`config.mk`:
```
export PLATFORM = sky130hd
export DESIGN_NAME = tagGate
export DESIGN_NICKNAME = d
export VERILOG_FILES = /design/src/rtl/tgate_pkg.sv /design/src/rtl/tgDatapath.sv /design/src/rtl/tgGateCtrl.sv /design/src/rtl/tagGate.sv
export SDC_FILE = /design/constraint.sdc
export NUM_CORES = 1
export LEC_CHECK = 0
export BUFFER_PORTS_ARGS = -buffer_cell sky130_fd_sc_hd__clkbuf_2
export CAP_MARGIN = 20
export CORE_MARGIN = 3
export CORE_UTILIZATION = 50
export DETAILED_ROUTE_END_ITERATION = 6
export HOLD_SLACK_MARGIN = 0.02
export PLACE_DENSITY = 0.68
export SLEW_MARGIN = 5
export SYNTH_ARGS = -nofsm -noshare
export SYNTH_HDL_FRONTEND = slang
export SYNTH_SLANG_ARGS = --single-unit
```
`constraint.sdc`:
```
create_clock -name clk -period 20.1 [get_ports clk]
set_input_delay 3.015 -clock clk [delete_from_list [all_inputs] [get_ports clk]]
set_output_delay 3.015 -clock clk [all_outputs]
set_load 0.05 [all_outputs]
```
`src/rtl/tgate_pkg.sv`:
```
package tgate_pkg;
  typedef enum logic [1:0] {
    GM_OFF   = 2'd0,
    GM_EDGE  = 2'd1,
    GM_LEVEL = 2'd2,
    GM_OFFB  = 2'd3
  } gateMode_e;

  typedef struct packed {
    logic pop;   // retire the FIFO head
    logic load;  // copy the FIFO head into the output slot
  } gateStrobe_t;
endpackage

```
`src/rtl/tgDatapath.sv`:
```
module tgDatapath
  import tgate_pkg::*;
#(
  parameter int CH_W  = 4,
  parameter int TS_W  = 32,
  parameter int DEPTH = 8
) (
  input  logic              clk,
  input  logic              rstN,
  input  logic              inValid,
  input  logic [CH_W-1:0]   inChan,
  input  logic [TS_W-1:0]   inTs,
  input  logic              inLevel,
  output logic              inReady,
  input  gateStrobe_t       strb,
  output logic              headValid,
  output logic [CH_W-1:0]   headChan,
  output logic [TS_W-1:0]   headTs,
  output logic              headLvl,
  output logic              slotFree,
  output logic              outValid,
  input  logic              outReady,
  output logic [CH_W-1:0]   outChan,
  output logic [TS_W-1:0]   outTs
);
  localparam int PTR_W = (DEPTH > 2) ? $clog2(DEPTH) : 1;
  localparam int CNT_W = $clog2(DEPTH + 1);

  logic [CH_W-1:0]  chanMem [DEPTH];
  logic [TS_W-1:0]  tsMem   [DEPTH];
  logic [DEPTH-1:0] lvlMem;
  logic [PTR_W-1:0] wrPtr, rdPtr;
  logic [CNT_W-1:0] count;
  logic             push;

  assign inReady   = (count != CNT_W'(DEPTH));
  assign push      = inValid && inReady;
  assign headValid = (count != '0);
  assign headChan  = chanMem[rdPtr];
  assign headTs    = tsMem[rdPtr];
  assign headLvl   = lvlMem[rdPtr];
  assign slotFree  = !outValid || outReady;

  function automatic logic [PTR_W-1:0] nextPtr(input logic [PTR_W-1:0] p);
    return (p == PTR_W'(DEPTH - 1)) ? '0 : p + 1'b1;
  endfunction

  always_ff @(posedge clk) begin
    if (push) begin
      chanMem[wrPtr] <= inChan;
      tsMem[wrPtr]   <= inTs;
      lvlMem[wrPtr]  <= inLevel;
    end
  end

  always_ff @(posedge clk) begin
    if (!rstN) begin
      wrPtr <= '0;
      rdPtr <= '0;
      count <= '0;
    end else begin
      if (push)     wrPtr <= nextPtr(wrPtr);
      if (strb.pop) rdPtr <= nextPtr(rdPtr);
      count <= count + CNT_W'(push) - CNT_W'(strb.pop);
    end
  end

  always_ff @(posedge clk) begin
    if (!rstN) begin
      outValid <= 1'b0;
      outChan  <= '0;
      outTs    <= '0;
    end else if (strb.load) begin
      outValid <= 1'b1;
      outChan  <= headChan;
      outTs    <= headTs;
    end else if (outReady) begin
      outValid <= 1'b0;
    end
  end

  // the control never retires from an empty FIFO
  a_r10_pop_not_empty: assert property (@(posedge clk) disable iff (!rstN)
    strb.pop |-> (count != '0));
  // the control loads only into a free output slot
  a_r10_load_slot_free: assert property (@(posedge clk) disable iff (!rstN)
    strb.load |-> slotFree);
  // a stalled output tag stays put
  a_r10_out_stable: assert property (@(posedge clk) disable iff (!rstN)
    (outValid && !outReady) |=> (outValid && $stable(outTs) && $stable(outChan)));
endmodule

```
`src/rtl/tgGateCtrl.sv`:
```
module tgGateCtrl
  import tgate_pkg::*;
#(
  parameter int CH_W    = 4,
  parameter int TS_W    = 32,
  parameter int OFF_W   = 8,
  parameter int WID_W   = 16,
  parameter int TRIG_CH = 7
) (
  input  logic              clk,
  input  logic              rstN,
  input  logic              inValid,
  input  logic              inReady,
  input  logic [CH_W-1:0]   inChan,
  input  logic [TS_W-1:0]   inTs,
  input  logic [TS_W-1:0]   nowTime,
  input  logic [1:0]        mode,
  input  logic [OFF_W-1:0]  gateOffset,
  input  logic [WID_W-1:0]  gateWidth,
  input  logic              passTrig,
  input  logic              headValid,
  input  logic [CH_W-1:0]   headChan,
  input  logic [TS_W-1:0]   headTs,
  input  logic              headLvl,
  input  logic              slotFree,
  output gateStrobe_t       strb
);
  localparam int HOLD  = 2 ** (OFF_W - 1);
  localparam int EXT_W = TS_W + 2;

  logic                    pendValid, gateValid;
  logic signed [EXT_W-1:0] pendStart, gateStart;
  logic signed [EXT_W-1:0] trigStart, headExt, curStart, winEnd;
  logic                    trigFire, releaseOk, promote, curValid, inWin, isTrig, pass;

  assign trigFire  = inValid && inReady && (inChan == CH_W'(TRIG_CH));
  assign trigStart = $signed({2'b00, inTs})
                   + $signed({{(EXT_W-OFF_W){gateOffset[OFF_W-1]}}, gateOffset});
  assign headExt   = $signed({2'b00, headTs});
  assign releaseOk = headValid && slotFree
                   && ({1'b0, nowTime} >= ({1'b0, headTs} + (TS_W+1)'(HOLD)));
  assign promote   = pendValid && (pendStart <= headExt);
  assign curValid  = promote || gateValid;
  assign curStart  = promote ? pendStart : gateStart;
  assign winEnd    = curStart + $signed({{(EXT_W-WID_W){1'b0}}, gateWidth});
  assign inWin     = curValid && (headExt >= curStart) && (headExt < winEnd);
  assign isTrig    = (headChan == CH_W'(TRIG_CH));

  always_comb begin
    case (mode)
      GM_EDGE:  pass = isTrig ? passTrig : inWin;
      GM_LEVEL: pass = headLvl;
      default:  pass = 1'b1;
    endcase
    strb.pop  = releaseOk;
    strb.load = releaseOk && pass;
  end

  always_ff @(posedge clk) begin
    if (!rstN) begin
      pendValid <= 1'b0;
      pendStart <= '0;
      gateValid <= 1'b0;
      gateStart <= '0;
    end else begin
      if (releaseOk && promote) begin
        gateValid <= 1'b1;
        gateStart <= pendStart;
        pendValid <= 1'b0;
      end
      if (trigFire) begin
        pendValid <= 1'b1;
        pendStart <= trigStart;
      end
    end
  end

  // once a window exists it is only ever replaced, never lost
  a_r4_gate_kept: assert property (@(posedge clk) disable iff (!rstN)
    gateValid |=> gateValid);
  // an accepted trigger is always waiting to be applied on the next cycle
  a_r6_trig_pending: assert property (@(posedge clk) disable iff (!rstN)
    trigFire |=> pendValid);
endmodule

```
`src/rtl/tagGate.sv`:
```
module tagGate
  import tgate_pkg::*;
#(
  parameter int CH_W    = 4,
  parameter int TS_W    = 32,
  parameter int DEPTH   = 8,
  parameter int OFF_W   = 8,
  parameter int WID_W   = 16,
  parameter int TRIG_CH = 7
) (
  input  logic              clk,
  input  logic              rstN,
  input  logic [TS_W-1:0]   nowTime,
  input  logic [1:0]        gateMode,
  input  logic [OFF_W-1:0]  gateOffset,
  input  logic [WID_W-1:0]  gateWidth,
  input  logic              passTrig,
  input  logic              levelIn,
  input  logic              inValid,
  output logic              inReady,
  input  logic [CH_W-1:0]   inChan,
  input  logic [TS_W-1:0]   inTs,
  output logic              outValid,
  input  logic              outReady,
  output logic [CH_W-1:0]   outChan,
  output logic [TS_W-1:0]   outTs
);
  localparam int HOLD = 2 ** (OFF_W - 1);

  gateStrobe_t      strb;
  logic             headValid, headLvl, slotFree;
  logic [CH_W-1:0]  headChan;
  logic [TS_W-1:0]  headTs;

  tgDatapath #(.CH_W(CH_W), .TS_W(TS_W), .DEPTH(DEPTH)) uData (
    .clk(clk), .rstN(rstN), .inValid(inValid), .inChan(inChan), .inTs(inTs),
    .inLevel(levelIn), .inReady(inReady), .strb(strb), .headValid(headValid),
    .headChan(headChan), .headTs(headTs), .headLvl(headLvl), .slotFree(slotFree),
    .outValid(outValid), .outReady(outReady), .outChan(outChan), .outTs(outTs)
  );

  tgGateCtrl #(.CH_W(CH_W), .TS_W(TS_W), .OFF_W(OFF_W), .WID_W(WID_W),
               .TRIG_CH(TRIG_CH)) uCtrl (
    .clk(clk), .rstN(rstN), .inValid(inValid), .inReady(inReady), .inChan(inChan),
    .inTs(inTs), .nowTime(nowTime), .mode(gateMode), .gateOffset(gateOffset),
    .gateWidth(gateWidth), .passTrig(passTrig), .headValid(headValid),
    .headChan(headChan), .headTs(headTs), .headLvl(headLvl), .slotFree(slotFree),
    .strb(strb)
  );

  // no stored tag is retired before its hold time has passed
  a_r2_hold_respected: assert property (@(posedge clk) disable iff (!rstN)
    strb.pop |-> ({1'b0, nowTime} >= ({1'b0, headTs} + (TS_W+1)'(HOLD))));
  // trigger tags stay blocked in edge mode unless enabled
  a_r7_trig_blocked: assert property (@(posedge clk) disable iff (!rstN)
    (gateMode == GM_EDGE && !passTrig && strb.load) |-> (headChan != CH_W'(TRIG_CH)));
  // the level gate loads only tags sampled while the level was high
  a_r8_level_low_drop: assert property (@(posedge clk) disable iff (!rstN)
    (gateMode == GM_LEVEL && strb.load) |-> headLvl);
endmodule

```
Word level (Yosys, flattened, before mapping)
Memory sizes are Yosys's and may differ from the RTL's. A register that Yosys moved wholly into a read port is not among the register bits. Cells that the tools add are included.

Logic and storage cells: 70. Register bits: 125. RAM bits: 288. Input port bits: 100. Memories kept: 2. Output and inout port bits: 38.

Memories: uData.tsMem (words 8, width 32, read ports 1, clocked after Yosys merged registers in 1, write ports 1, line tgDatapath.sv:30) `logic [TS_W-1:0] tsMem [DEPTH];`; uData.chanMem (words 8, width 4, read ports 1, clocked after Yosys merged registers in 1, write ports 1, line tgDatapath.sv:29) `logic [CH_W-1:0] chanMem [DEPTH];`.

$add $sub $neg: 7. Equality and inequality tests: 7. $lt $le $gt $ge: 7. Muxes and demuxes: 20. Reductions and logical operators: 16.

Operator list (count): adder 33 x 8 -> 34 bit (1); adder 34 x 17 -> 34 bit (1); >= comparator 33 x 34 -> 1 bit (1); less-or-equal comparator 34 x 33 -> 1 bit (1); < comparator 33 x 34 -> 1 bit (1); two-way mux 34 bit (1); adder 32 x 8 -> 33 bit, second input constant (1); >= comparator 32 x 33 -> 1 bit (1); two-way mux 3 bit (6); logical AND 1 bit (10); two-way mux 1 bit (9); bitwise mux 8 bit (1); == test 4 x 3 -> 1 bit, second input constant (2); < comparator 3 x 4 -> 1 bit, second input constant (2); adder 3 x 1 -> 3 bit, second input constant (2); == test 3 bit, second input constant (2); adder 4 x 1 -> 4 bit (1); != test 4 bit, second input constant (1); nonzero test 2 bit (2); nonzero test 4 bit (1); subtractor 4 x 1 -> 4 bit (1); binary-select mux 1 bit (select 3 bit) (1); demux 1 bit (select 3 bit) (1); >= comparator 3 x 1 -> 1 bit, second input constant (1); other kinds (5) (6).

Logic depth before layout (Yosys ltp)
Depth after elaboration: 10. Depth in mapped cells: 41. Mapped depth without buffers: 33.

Modules after synthesis
From an unflattened synthesis, not the netlist that was laid out.

Cells, all modules: 1960. Area, all modules: 22758.1 sq um.

Modules (own cells, without submodules): tgDatapath (seq. area each 9889.5 sq um, instances 1, cells an instance 752, area each 13524.2 sq um); tgGateCtrl (seq. area each 1401.3 sq um, instances 1, cells an instance 1208, area each 9233.9 sq um).

Worst setup path before layout
OpenSTA, ideal clock, no wires.

Kind: reg2reg. From: register with a tool-made name. To: register uData.outTs[0]. Buffers on the path: 9. Data required time: 20.012 ns. Setup slack: 10.892 ns. Arrival time: 9.120 ns. Clock period less this slack: 9.208 ns. Cell stages (with the launch flop): 42. Setup time: 0.088 ns. Path through: dfxtp_1 > buf_6 > buf_8 > buf_6 > buf_6 > buf_1 > mux4_2 > mux2_2 > inv_1 > ha_1 > a21oi_1 > o21ai_0 > a211o_1 > a22oi_1 > a21o_1 > buf_4 > buf_1 > clkbuf_1 > (+6 left out) > o2111a_1 > nor3_1 > nor2_1 > nand3_1 > xnor2_1 > mux2i_1 > ha_1 > a21oi_1 > nor2b_1 > o21ai_0 > a21oi_1 > a2111oi_0 > a21o_1 > a21oi_1 > o221ai_4 > buf_4 > a21oi_1 > a311oi_2.

RTL lines: end signal: assignment (line tgDatapath.sv:76) `outTs <= headTs;`; end: declaration (line tgDatapath.sv:24) `output logic [TS_W-1:0] outTs`.

==> run_results.csv <==
group,metric,value,unit
logic_synthesis,synth.avg_cell_area,12.5,µm²
placement,dp_hpwl,42200,µm
routing,route.detailed.drc,0,
critical_path,worstSetupEndpointType,"flop",
floorplan,row_count,77,
global_route,first_global_vias,15400,
logic_synthesis,syn-num-nets,2094,
logic_synthesis,ys_ff_latch,416,
cells_and_area,fin_nets,2227,
logic_synthesis,synthDistinctLibCells,87,
critical_path,crit_path_top_delay_cell,"sky130_fd_sc_hd__dfxtp_4",
logic_synthesis,synth_edf_count,296,
critical_path,critPathLaunchType,"flop",
timing,setup_tns,0,ns
floorplan,initial_core_utilization,50.8,%
timing,finalCritPeriodShare,52.7,%
routing,antenna_violating_nets_post_route,0,
logic_synthesis,async_flop_share,0,%
clock_network,cts_buffer_count,43,
worst_hold_path,hold_path_class,"reg2reg",
clock_network,cts.sinks,416,
logic_synthesis,yosys.area_share.xor_xnor,3.07,%
routing,post_drt_via_cell_ratio,6.07,
logic_synthesis,post_synth_instance_area,0.0225,mm²
logic_synthesis,combinational_family_with_the_most_area_after_synthesis,"multiplexers",
logic_synthesis,synth_top_area_share,39.5,%
timing,hold_viol,0,
logic_synthesis,ys_top_cells_by_area,"sky130_fd_sc_hd__edfxtp_1, sky130_fd_sc_hd__dfxtp_1, sky130_fd_sc_hd__ha_1",
logic_synthesis,cell_with_the_most_instances_after_synthesis,"sky130_fd_sc_hd__edfxtp_1",
global_route,total_global_route_track_usage,25.3,%
logic_synthesis,netlist.top_cell.by_area,"sky130_fd_sc_hd__edfxtp_1",
floorplan,chipWidth,218,µm
global_route,grt_first_pass_wirelength,91300,µm
global_route,maximum_number_of_pins_on_one_net_before_global_route_repair,69,
logic_synthesis,post_synth_mux_area_share,13.4,%
timing,clock_period_minus_final_worst_setup_slack,10.60,ns
cells_and_area,final_util,56.3,%
cells_and_area,syn2layout_area_growth,10.9,%
logic_synthesis,yosys-top-cells-count,"sky130_fd_sc_hd__edfxtp_1, sky130_fd_sc_hd__ha_1, sky130_fd_sc_hd__nand2_1, sky130_fd_sc_hd__dfxtp_1, sky130_fd_sc_hd__a21oi_1",
placement,port_buffers,137,
timing,clock-skew-final,0.0308,ns
critical_path,worst_ep_arrival_time,11.03,ns
timing,fmax,94.4,MHz
clock_network,holdBufCountCts,0,
timing,slew_viol_final,0,
timing,timing.slew.headroom,38.3,%
clock_network,cts.root.buffer_cell,"sky130_fd_sc_hd__clkbuf_16",
clock_network,cts_setup_buffers,0,
routing,dr.first_iter.drc_count,1516,
timing,worst_slew_pin_slew,0.926,ns
logic_synthesis,synth.yosys.warnings,0,
timing,setup_repair_after_global_routing_missed_its_margin,"no",
routing,drt_wl_total,60000,µm
clock_network,post_cts.resized_instances,0,
floorplan,die_area,0.0476,mm²
timing,final-setup-viol-count,0,
clock_network,clkLatencyLatePin,0.57,ns
floorplan,top_level_ports,138,
clock_network,tritoncts,"done",
clock_network,htree_levels,2,
clock_network,ctsLongestPathBuffers,3,
routing,post_drt_wl_per_cell,23.4,µm
power,cellPowerDensity,111,mW/mm²
logic_synthesis,synthCells,1802,
timing,worst_hold_slack,0.468,ns
logic_synthesis,synth.yosys.seq_area_share,50.1,%
logic_synthesis,synth_fa_ha_area_share,10.8,%
logic_synthesis,yosys_most_used_dff,"sky130_fd_sc_hd__edfxtp_1",
job,max-cap-violations,0,
critical_path,max_stage_delay,0.81,ns
critical_path,critical_path_type,"reg2reg",
power,power.static_leakage,9.51,nW
floorplan,die_h,218,µm
logic_synthesis,synth_compound_gate_area_share,9.94,%
critical_path,timing.critical_path.fanout_max,57,
run_status,run_status,"complete, no violations",
global_route,grt_antenna_before_repair,2,
routing,via_count,15500,
cells_and_area,drive_above_1_share,19.0,%
logic_synthesis,synth_simple_gate_area_share,9.40,%
power,vdd_ir_drop_max,52.3,µV
critical_path,timing.critical_path.required,20.53,ns
floorplan,core_region_area,0.0443,mm²
placement,finalWeightedCongestion,0.931,
global_route,grt.overflow.total,0,
routing,drt_pre_antenna_iters,6,
clock_network,clock_transition_time_at_the_flip_flop_clock_pins_of_the_worst_setup_and_hold_paths,0.06,ns
## stage by stage
stage	power (mW)	setup slack, ns	cells	instance area (µm²)
finish	2.77	9.50	2560	25000
global route	2.91	8.81	2559	25000
CTS	2.78	9.51	2559	25000
detailed placement	2.05	9.58	2482	23700
global placement	2.03	9.77	2482	23700
floorplan	1.79	10.89	1802	22500
## kinds of logic (layout without fill, tap and decap cells)
family | Yosys count | count (layout)
simple gates | 436 | 436
flops | 416 | 416
compound gates | 332 | 332
mux | 199 | 199
fa+ha+maj | 192 | 192
buf+inv | 148 | 313
xor+xnor | 79 | 79
other cells | 0 | 1
## cell type report
| class | count | area [µm²] |
|---|---|---|
| Sequential cell | 416 | 11300 |
| Fill cell | 3666 | 19300 |
| Timing Repair Buffer | 154 | 813 |
| Inverter | 82 | 309 |
| Antenna cell | 1 | 2.50 |
| Multi-Input combinational cell | 1238 | 10500 |
| Clock buffer | 58 | 1140 |
| Clock inverter | 19 | 119 |
| Tap cell | 592 | 741 |
## placed cells by master, fill, tap and decap left out, drive strengths merged, types with 17 or more instances in the layout
master / count
edfxtp: 296
clkbuf: 195
ha: 189
nand2: 158
dfxtp: 120
a21oi: 114
nor2: 98
mux2i: 92
inv: 83
mux4: 74
xnor2: 54
o21ai: 50
nand3: 45
a21o: 44
mux2: 33
xor2: 25
nand4: 23
nor3: 23
a311oi: 20
buf: 17
o21a: 17
## critical path: cells and delay by family (launching register included)
kind | cells | cell delay [ns]
multiplexers | 3 | 1.25
buffers and inverters | 4 | 1.98
adder cells (fa/ha/maj) | 3 | 0.74
AO/OA/AOI/OAI | 13 | 3.01
XOR/XNOR | 1 | 0.18
flip-flops | 1 | 0.81
AND/OR/NAND/NOR | 10 | 2.32
## final timing paths
check	from	end	slack (ns)	depth (start not counted)
worst max-delay path	flop	uData.outTs[13]	9.50	34
worst min-delay path	uData.outTs[6]	uData.outTs[6]	0.47	2
worst max register to register	flop	uData.outTs[13]	9.50	34
worst min register to register	uData.outTs[6]	uData.outTs[6]	0.47	2
## sequential cells by signal, summed over array words and instances, names as in the netlist, 4 cells and up, named ones only
name,flops
uCtrl.gateStart,34
uCtrl.pendStart,34
uData.chanMem,32
uData.count,4
uData.lvlMem,8
uData.outChan,4
uData.outTs,32
uData.tsMem,256
## power breakdown
| group | switching [mW] | total, mW | internal, mW |
|---|---|---|---|
| sequential | 0.0595 | 1.04 | 0.979 |
| combinational | 0.613 | 1.00 | 0.389 |
| clock | 0.328 | 0.729 | 0.401 |
## metal layers
| layer | GRT usage [%] | routed length, µm | up-vias |
|---|---|---|---|
| met4 | 6.31 | 1530 | 2 |
| met2 | 40.9 | 27900 | 555 |
| li1 | - | - | 7140 |
| met3 | 3.84 | 4230 | 103 |
| met1 | 36.0 | 26400 | 7743 |
| met5 | 0 | 13 | - |
Note: power is estimated with default switching activity, not from simulation.
